`src/rtl/sleep_ctl.sv`:
```
module sleep_ctl #(
  parameter int NCE       = 3,
  parameter int ENTRY_CYC = 2,
  parameter int EXIT_CYC  = 2,
  parameter int RECOV_CYC = 2
) (
  input  logic           clk,
  input  logic           rst_n,
  input  logic           sleep_req,
  input  logic [NCE-1:0] ce_on,
  input  logic           access_pending,
  input  logic           rd_valid_in,
  output logic           rd_valid_out,
  output logic           core_sleep,
  output logic           access_inhibit,
  output logic           pend_dropped,
  output logic           violation
);
  localparam int M1   = (ENTRY_CYC > EXIT_CYC) ? ENTRY_CYC : EXIT_CYC;
  localparam int MAXC = (M1 > RECOV_CYC) ? M1 : RECOV_CYC;
  localparam int CW   = $clog2(MAXC + 1);

  typedef enum logic [2:0] {AWAKE, ENTER, ASLEEP, LEAVE, RECOVER} st_t;

  st_t           st, st_nx;
  logic          req_m, req_s;
  logic [CW-1:0] cnt;
  logic          sel, done;

  assign sel = |ce_on;

  always_ff @(posedge clk or negedge rst_n)
    if (!rst_n) {req_m, req_s} <= 2'b00;
    else        {req_m, req_s} <= {sleep_req, req_m};

  always_comb begin
    case (st)
      ENTER:   done = (cnt == CW'(ENTRY_CYC - 1));
      LEAVE:   done = (cnt == CW'(EXIT_CYC - 1));
      RECOVER: done = (cnt == CW'(RECOV_CYC - 1));
      default: done = 1'b0;
    endcase
  end

  always_comb begin
    st_nx = st;
    case (st)
      AWAKE:   if (req_s)  st_nx = ENTER;
      ENTER:   if (done)   st_nx = ASLEEP;
      ASLEEP:  if (!req_s) st_nx = LEAVE;
      LEAVE:   if (done)   st_nx = RECOVER;
      RECOVER: if (done)   st_nx = AWAKE;
      default:             st_nx = AWAKE;
    endcase
  end

  always_ff @(posedge clk or negedge rst_n)
    if (!rst_n) begin
      st           <= AWAKE;
      cnt          <= '0;
      pend_dropped <= 1'b0;
      violation    <= 1'b0;
    end else begin
      st           <= st_nx;
      cnt          <= (st_nx != st) ? '0 : cnt + 1'b1;
      pend_dropped <= (st == AWAKE) && req_s && access_pending;
      violation    <= sel && (((st == AWAKE) && req_s) || (st == RECOVER));
    end

  assign core_sleep     = (st == ASLEEP) || (st == LEAVE);
  assign access_inhibit = (st != AWAKE);
  assign rd_valid_out   = rd_valid_in && !access_inhibit;
endmodule


```
`config.mk`:
```
export PLATFORM = sky130hd
export DESIGN_NAME = sleep_ctl
export DESIGN_NICKNAME = d
export VERILOG_FILES = /design/src/rtl/sleep_ctl.sv
export SDC_FILE = /design/constraint.sdc
export NUM_CORES = 1
export LEC_CHECK = 0
export BUFFER_PORTS_ARGS = -buffer_cell sky130_fd_sc_hd__buf_2
export CAP_MARGIN = 0
export CORE_AREA = 2 2 39 41
export CTS_BUF_LIST = sky130_fd_sc_hd__clkbuf_4 sky130_fd_sc_hd__clkbuf_8
export DETAILED_ROUTE_END_ITERATION = 16
export DIE_AREA = 0 0 41 43
export GPL_ROUTABILITY_DRIVEN = 1
export MAX_ROUTING_LAYER = met4
export PLACE_DENSITY = 0.49
export SLEW_MARGIN = 40
export SYNTH_ARGS = -nofsm -noshare
export SYNTH_HDL_FRONTEND = slang
export SYNTH_SLANG_ARGS = --single-unit
```
`constraint.sdc`:
```
create_clock -name clk -period 3.05 [get_ports clk]
set_clock_uncertainty 0.15 [all_clocks]
set_input_delay 0.305 -clock clk [delete_from_list [all_inputs] [get_ports clk]]
set_output_delay 0.305 -clock clk [all_outputs]
set_load 0.02 [all_outputs]
```
* After elaboration in Yosys (flattened, before gate mapping)
Index checks and enable logic that the tools add are counted.
Operators by class: add/sub/neg operators 1, equal/unequal tests 6, multiplexer cells 8, reductions and logical operators 11
Operators with widths (count):
- 3-bit 2-to-1 mux | 5
- 3-bit one-hot mux with 5 select lines | 1
- 3-bit by 2-bit equality test with 1-bit output (second input constant) | 2
- 3-bit OR reduction | 2
- 1-bit logical AND | 4
- 3-bit by 1-bit equality test with 1-bit output (second input constant) | 1
- 3-bit equality test (second input constant) | 1
- 3-bit logical NOT | 1
- 3-bit != test | 1
- 3-bit nonzero test | 1
- 2-bit by 1-bit adder with 2-bit output (second input constant) | 1
- 2-bit by 1-bit equality test with 1-bit output (second input constant) | 1
- 1-bit logical OR | 2
- 2-bit 2-to-1 mux | 1
- 1-bit logical NOT | 1
- 1-bit 2-to-1 mux | 1
Storage, ports and cells: bits in registers 9, output and inout bits 5

* Longest topological paths before layout
Gate-level depths: netlist of run 1.
depth in word-level cells 7, gate-level depth with buffers 5, depth with buffers taken out 5

* Worst setup path after synthesis of run 1
OpenSTA, ideal clock, no wires.
kind reg2out, start point reg st[0], end point out rd_valid_out, arrival 952 ps, required time 2595 ps, slack 1643 ps, cell stages (with the launch flop) 3, path buffers 0, path through dfrtp_1 nor3_1 and2_1
On the way: cells in the longest elaborated chain, start to end 3
RTL lines:
- start, declared | RTL line 25 | st_t st, st_nx;
- start signal, assigned | RTL line 64 | st <= st_nx;
- 3-bit nonzero test | RTL line 71 | assign access_inhibit = (st != AWAKE);
- 1-bit logical NOT | RTL line 72 | assign rd_valid_out = rd_valid_in && !access_inhibit;
- 1-bit logical AND | RTL line 72
- end, declared | RTL line 13 | output logic rd_valid_out,
Every way passes these cells.

* Final worst setup path of run 1
start point reg st[2], end point out rd_valid_out
Same word-level chain as after synthesis.

==> flow_summary.toml, run 1 <==
[status]
status = "complete, no violations"

[power_and_ir_drop]
power_density_mw_per_mm2 = 947
p_leak_nw = 0.260
vdd_drop_max_uv = 329

[worst_setup_path]
critPathArrivalTime_ns = 1.32
r2r-start = "cnt[1]"
crit_family = "flip-flops"
endpoint_kind = "output pin"
cp_num_buf_inv = 1
crit_type = "register to output pin"
path_cells = "nor3_1, and2_1, buf_2"
r2r_slack_ns = 1.65
r2r_end = "cnt[1]"
worst_setup_path_start_kind = "register"
critPathMaxFanout = 9
crit_required_ns = 2.59
slowest_delay_ns = 0.50
r2r_cells = 5
crit_slowest_cell = "dfrtp_1"

[routing]
firstDrtPassIters = 2
vias = 285
antenna_left = 0
drtIter0Drc = 2
route.detailed.drc = 0
post_drt_wl_per_cell_um = 9.43
wirelength_um = 641
vias_per_cell = 4.19

[clocking]
cts_buffer_depth = 2
cts_inserted_buffers = 3
cts.sinks = 9
htreeDepth = 1
cts_tree = "built"
cts-root-buf = "clkbuf_4"
clkTransAtPathRegs_ns = 0.06
clock_latency_ns = 0.25

[hold_path]
worstHoldStart = "ce_on[2]"
hold_path_class = "input port to register"
hold_path_end = "violation"
hold_depth = 3

[synth]
ys_seq_area_frac = 0.541
syn_area_per_cell_sq_um = 11.9
yosys_warnings = 0
synth-edff-count = 0
synthXorXnorAreaFrac = 0.0420
yosysTopAreaCell = "dfrtp_1"
synth_area_sq_um = 417
yosysTopAreaCellShare = 0.541
ys.flop_type = "dfrtp_1"
synth_fp_nets = 44
synth_top_family_by_area = "simple AND/OR/NAND/NOR gates"
postSynthCellCount = 35
synth.area.top_cells = "dfrtp_1, a211oi_2, nor2_1"
synth_fa_ha_area_frac = 0.0300
yosysUniqueCellTypes = 18
synth_most_common_cell = "dfrtp_1"
ys_top_cells_by_count = "dfrtp_1, nor2_1"
yosys.area_share.simple = 0.222
muxShareOfSynthArea = 0.0240
synth_compound_area_frac = 0.0961
async_flop_share = 1.00
synth-seq-cells = 9

[layout]
drive_gt1_frac = 0.404
fin_nets = 62
final_util = 0.387
seqCellArea_sq_um = 225
area_growth_pct = 28.5
fin_area_sq_um = 536
antenna_cells = 0
fillers = 136
multiInputGateArea_sq_um = 173

[place]
port_buffers = 12
place_ws_ns = 1.54
dpl.hpwl_um = 515
dpl_cell_area_sq_um = 485
place_congestion = 0.622

[sta]
max_freq_mhz = 564
worstMarginPinSlew_ns = 0.344
slew_headroom = 0.770
fin_crit_sh = 0.582
setup_tns_ns = 0
hold_violations = 0
period_needed_ns = 1.77
setup_viol = 0
worst_slack_ns = 1.28
hold_ws_ns = 0.115
finalMaxSlewViolations = 0
grt_setup_unrepaired = "false"

[global_route]
antenna_found_initial = 0
grt_first_pass_wirelength_um = 1060
grt_start_max_net_pins = 10
grtUsageTotal = 0.0921
grt_pass1_vias = 265
gr-total-overflow = 0

[die]
start_util = 0.301
ios = 13
dieArea_sq_mm = 0.00176
fp-row-count = 14
die_w_um = 41
die_h_um = 43
fp.coreArea_sq_mm = 0.00138

[flow_run]
drv_cap = 0
-- worst register-to-register path: stages, from the launching register on --
cell      delay, ns
dfrtp_1        0.35
inv_1          0.05
ha_1           0.28
mux2i_1        0.13
a211oi_2       0.26
nor2_1         0.06
-- logic make-up (layout without fill, tap and decap cells) --
kind of cell | Yosys count | count (layout)
and+or+nand+nor | 15 | 15
DFF | 9 | 9
AOI/OAI and AO/OA | 4 | 4
buffers and inverters | 3 | 20
xor gates and xnor gates | 2 | 2
adders and majority gates | 1 | 1
muxes | 1 | 1
-- worst max-delay path by stage --
| stage | from | to | slack (ns) | cells past startpoint |
|---|---|---|---|---|
| global route | st[2] | rd_valid_out | 1.11 | 3 |
| finish | st[2] | rd_valid_out | 1.28 | 3 |
| floorplan | st[0] | rd_valid_out | 1.64 | 2 |
| CTS | st[0] | rd_valid_out | 1.25 | 3 |
| detailed placement | st[0] | rd_valid_out | 1.54 | 3 |
| global placement | st[2] | rd_valid_out | 1.55 | 3 |
-- metal layers --
metal  track usage  share of wire  up-vias
met1         0.105           0.48      126
met3        0.0314          0.030        0
met5             -              0        -
met4        0.0400              0        0
li1              -              -      153
met2         0.141           0.49        6
-- layout by cell type, fill, tap and decap left out, drive strengths merged --
cell type,n
a211oi,2
a32o,1
and2,1
and3,1
buf,12
clkbuf,4
dfrtp,9
dlygate4sd3,2
ha,1
inv,2
mux2i,1
nand2,1
nor2,6
nor2b,2
nor3,2
nor3b,1
nor4bb,1
o21ai,1
xor2,2
-- flip-flops by register name, summed over array words and instances, names as in the netlist --
register,cells
st,3
cnt,2
pend_dropped,1
req_m,1
req_s,1
violation,1
-- where the power goes --
part / switching [W] / total, W / internal [W]
registers: 0.0000447 / 0.000201 / 0.000156
logic: 0.000111 / 0.000209 / 0.0000978
clock network: 0.0000376 / 0.0000967 / 0.0000590
total: 0.000194 / 0.000507 / 0.000313
-- what timing repair did --
item,CTS,global route
endpoints found under the hold margin,10,0
resized for setup,0,0
hold buffers,2,0
buffers inserted,0,0
setup endpoints to repair,0,0
-- cell type report --
| cell class | instances | share of cell area |
|---|---|---|
| Clock buffer | 4 | 0.0561 |
| Inverter | 2 | 0.0140 |
| Multi-Input combinational cell | 23 | 0.322 |
| Sequential cell | 9 | 0.421 |
| Tap cell | 16 | 0.0374 |
| Timing Repair Buffer | 14 | 0.150 |
-- stage by stage --
| stage | cells | total power, W |
|---|---|---|
| finish | 68 | 0.000507 |
| CTS | 68 | 0.000517 |
| floorplan | 35 | 0.000369 |
| detailed placement | 62 | 0.000415 |
| global placement | 62 | 0.000418 |
| global route | 68 | 0.000552 |
No activity file was read; power rests on OpenSTA's default activity.
==> run 2: changes to the inputs <==
- ABC_AREA: default -> 1
- clock period: 3.05 -> 1.4 ns (I/O delays scaled with it)
==> flow_summary.toml, run 2 <==
[worst_setup_path]
critPathMaxFanout = 3
crit_slowest_cell = "dfrtp_1"
r2r-start = "cnt[0]"
r2r_cells = 7
r2r_slack_ns = 0.08
slowest_delay_ns = 0.42
r2r_end = "cnt[0]"
worst_setup_path_start_kind = "register"
crit_required_ns = 1.11
path_cells = "nor2_4, nand2_2, nor2_1, buf_4"
critPathArrivalTime_ns = 1.10
endpoint_kind = "output pin"
crit_type = "register to output pin"

[die]
die_w_um = 41
ios = 13
start_util = 0.278
dieArea_sq_mm = 0.00176
die_h_um = 43
fp.coreArea_sq_mm = 0.00138
fp-row-count = 14

[layout]
area_growth_pct = 53.1
fin_cells = 84
regMostFlops = "st"
largestRegisters = "st (3), cnt (2)"
drive_gt1_frac = 0.368
antenna_cells = 0
final_cell_mix = "buf_2, dfrtp_1, inv_1, nor2_1"
final_common_cell = "buf_2"
fin_nets = 78
largest_reg_flops = 3

[global_route]
gr-total-overflow = 0
antenna_found_initial = 0
grt_start_max_net_pins = 10
grt_first_pass_wirelength_um = 1300
grtUsageTotal = 0.118
grt_pass1_vias = 335

[clocking]
clkTransAtPathRegs_ns = 0.06
clock_latency_ns = 0.26
cts_inserted_buffers = 3
cts.sinks = 9
cts_buffer_depth = 2
cts-root-buf = "clkbuf_4"
htreeDepth = 1
cts_tree = "built"

[routing]
post_drt_wl_per_cell_um = 9.88
route.detailed.drc = 0
vias = 367
vias_per_cell = 4.37
antenna_left = 0
drtIter0Drc = 5
firstDrtPassIters = 5
wirelength_um = 830

[synth]
ys_seq_area_frac = 0.586
synth_fp_nets = 52
yosysUniqueCellTypes = 13
synth.area.top_cells = "dfrtp_1, inv_1, nand2_1"
syn_area_per_cell_sq_um = 8.93
synth_most_common_cell = "dfrtp_1"
yosysTopAreaCell = "dfrtp_1"
ys_top_cells_by_count = "dfrtp_1, inv_1, nand2_1, nor2_1, a21oi_1"
synth-seq-cells = 9
synth-edff-count = 0
yosys_warnings = 0
ys.flop_type = "dfrtp_1"
postSynthCellCount = 43
synth_area_sq_um = 384
yosysTopAreaCellShare = 0.586
async_flop_share = 1.00

[place]
place_congestion = 0.765
port_buffers = 12
placedCellCount = 71
dpl.hpwl_um = 545

[power_and_ir_drop]
vdd_drop_max_uv = 663
power_density_mw_per_mm2 = 1980
seqPwrFrac = 0.344
power.switching_w = 0.000464
comb_power_share = 0.468
p_clk_frac = 0.188
power.switching_fraction = 0.398
p_int_w = 0.000701
p_leak_nw = 0.321

[sta]
max_freq_mhz = 720
fin_crit_sh = 0.993
worstMarginPinSlew_ns = 0.206
setup_viol = 0
grt_setup_unrepaired = "true"
finalMaxSlewViolations = 0
slew_headroom = 0.863
period_needed_ns = 1.39
hold_violations = 0
hold_ws_ns = 0.106

[status]
status = "complete, no violations"

[hold_path]
hold_path_class = "input port to asynchronous set/reset pin"

[flow_run]
drv_cap = 0
[run 2: changes by cell type after synthesis, sizes merged, moves of 3 or more]
cell	previous run	this run
nand2	1	7
inv	2	8
a21oi	0	3
nor2	6	9
nand3	0	3
[run 2: repair_timing]
action / CTS / global route
setup buffers: 2 / 1
endpoints found under the setup margin: 2 / 1
pin swaps: 1 / 0
hold endpoints to repair: 12 / 0
gates resized for setup: 3 / 1
hold buffers: 6 / 0
[run 2: per-stage QoR]
stage               worst slack [ns]  TNS, ns  cell area, sq um  utilization  power [W]
floorplan                     0.0350        0               384            -   0.000713
global placement              0.0859        0               464        0.335   0.000832
detailed placement            0.0909        0               464        0.335   0.000840
CTS                          0.00681        0               578        0.418    0.00115
global route                 -0.0535  -0.0535               588        0.425    0.00127
finish                        0.0102        0               588        0.425    0.00117
[run 2: how the worst max path moves through the flow]
| stage | from | end | slack [ns] | cells past startpoint |
|---|---|---|---|---|
| 6_report | st[1] | rd_valid_out | 0.01 | 4 |
| 5_1_grt | st[1] | rd_valid_out | -0.05 | 4 |
| 4_1_cts | st[1] | rd_valid_out | 0.007 | 4 |
| 3_5_place_dp | cnt[0] | cnt[0] | 0.09 | 7 |
| 3_3_place_gp | cnt[0] | cnt[1] | 0.09 | 7 |
| 2_1_floorplan | st[0] | rd_valid_out | 0.04 | 3 |
[run 2: power groups by stage]
stage	combinational [W]	sequential (W)	clock, W
floorplan	0.000301	0.000412	0
global placement	0.000433	0.000398	0
detailed placement	0.000443	0.000397	0
CTS	0.000524	0.000397	0.000229
global route	0.000622	0.000409	0.000243
finish	0.000546	0.000401	0.000219
[run 2: worst max-delay path, delay by kind of cell (launching register included)]
family,cells,cell delay (ns)
flip-flops,1,0.42
AND/OR/NAND/NOR,3,0.28
buffers and inverters,1,0.14
[run 2: cells by family after synthesis]
family                   synth area share
AND/OR/NAND/NOR                     0.251
buffers and inverters              0.0782
AO/OA/AOI/OAI                      0.0521
adder cells (fa/ha/maj)            0.0326
flip-flops                          0.586
[run 2: per-layer routing]
layer,up-vias,global-route usage,share of wire
met5,-,-,0
met4,0,0.0800,0.0096
met3,2,0.0314,0.065
met2,18,0.184,0.51
met1,163,0.122,0.41
li1,184,-,-
[run 2: cell type report]
class,count,area [sq um]
clock buffers,4,30.0
well taps,16,20.0
flip-flops and latches,9,226
inverters,8,30.0
fillers,145,796
multi-input cells,26,136
repair buffers,21,145
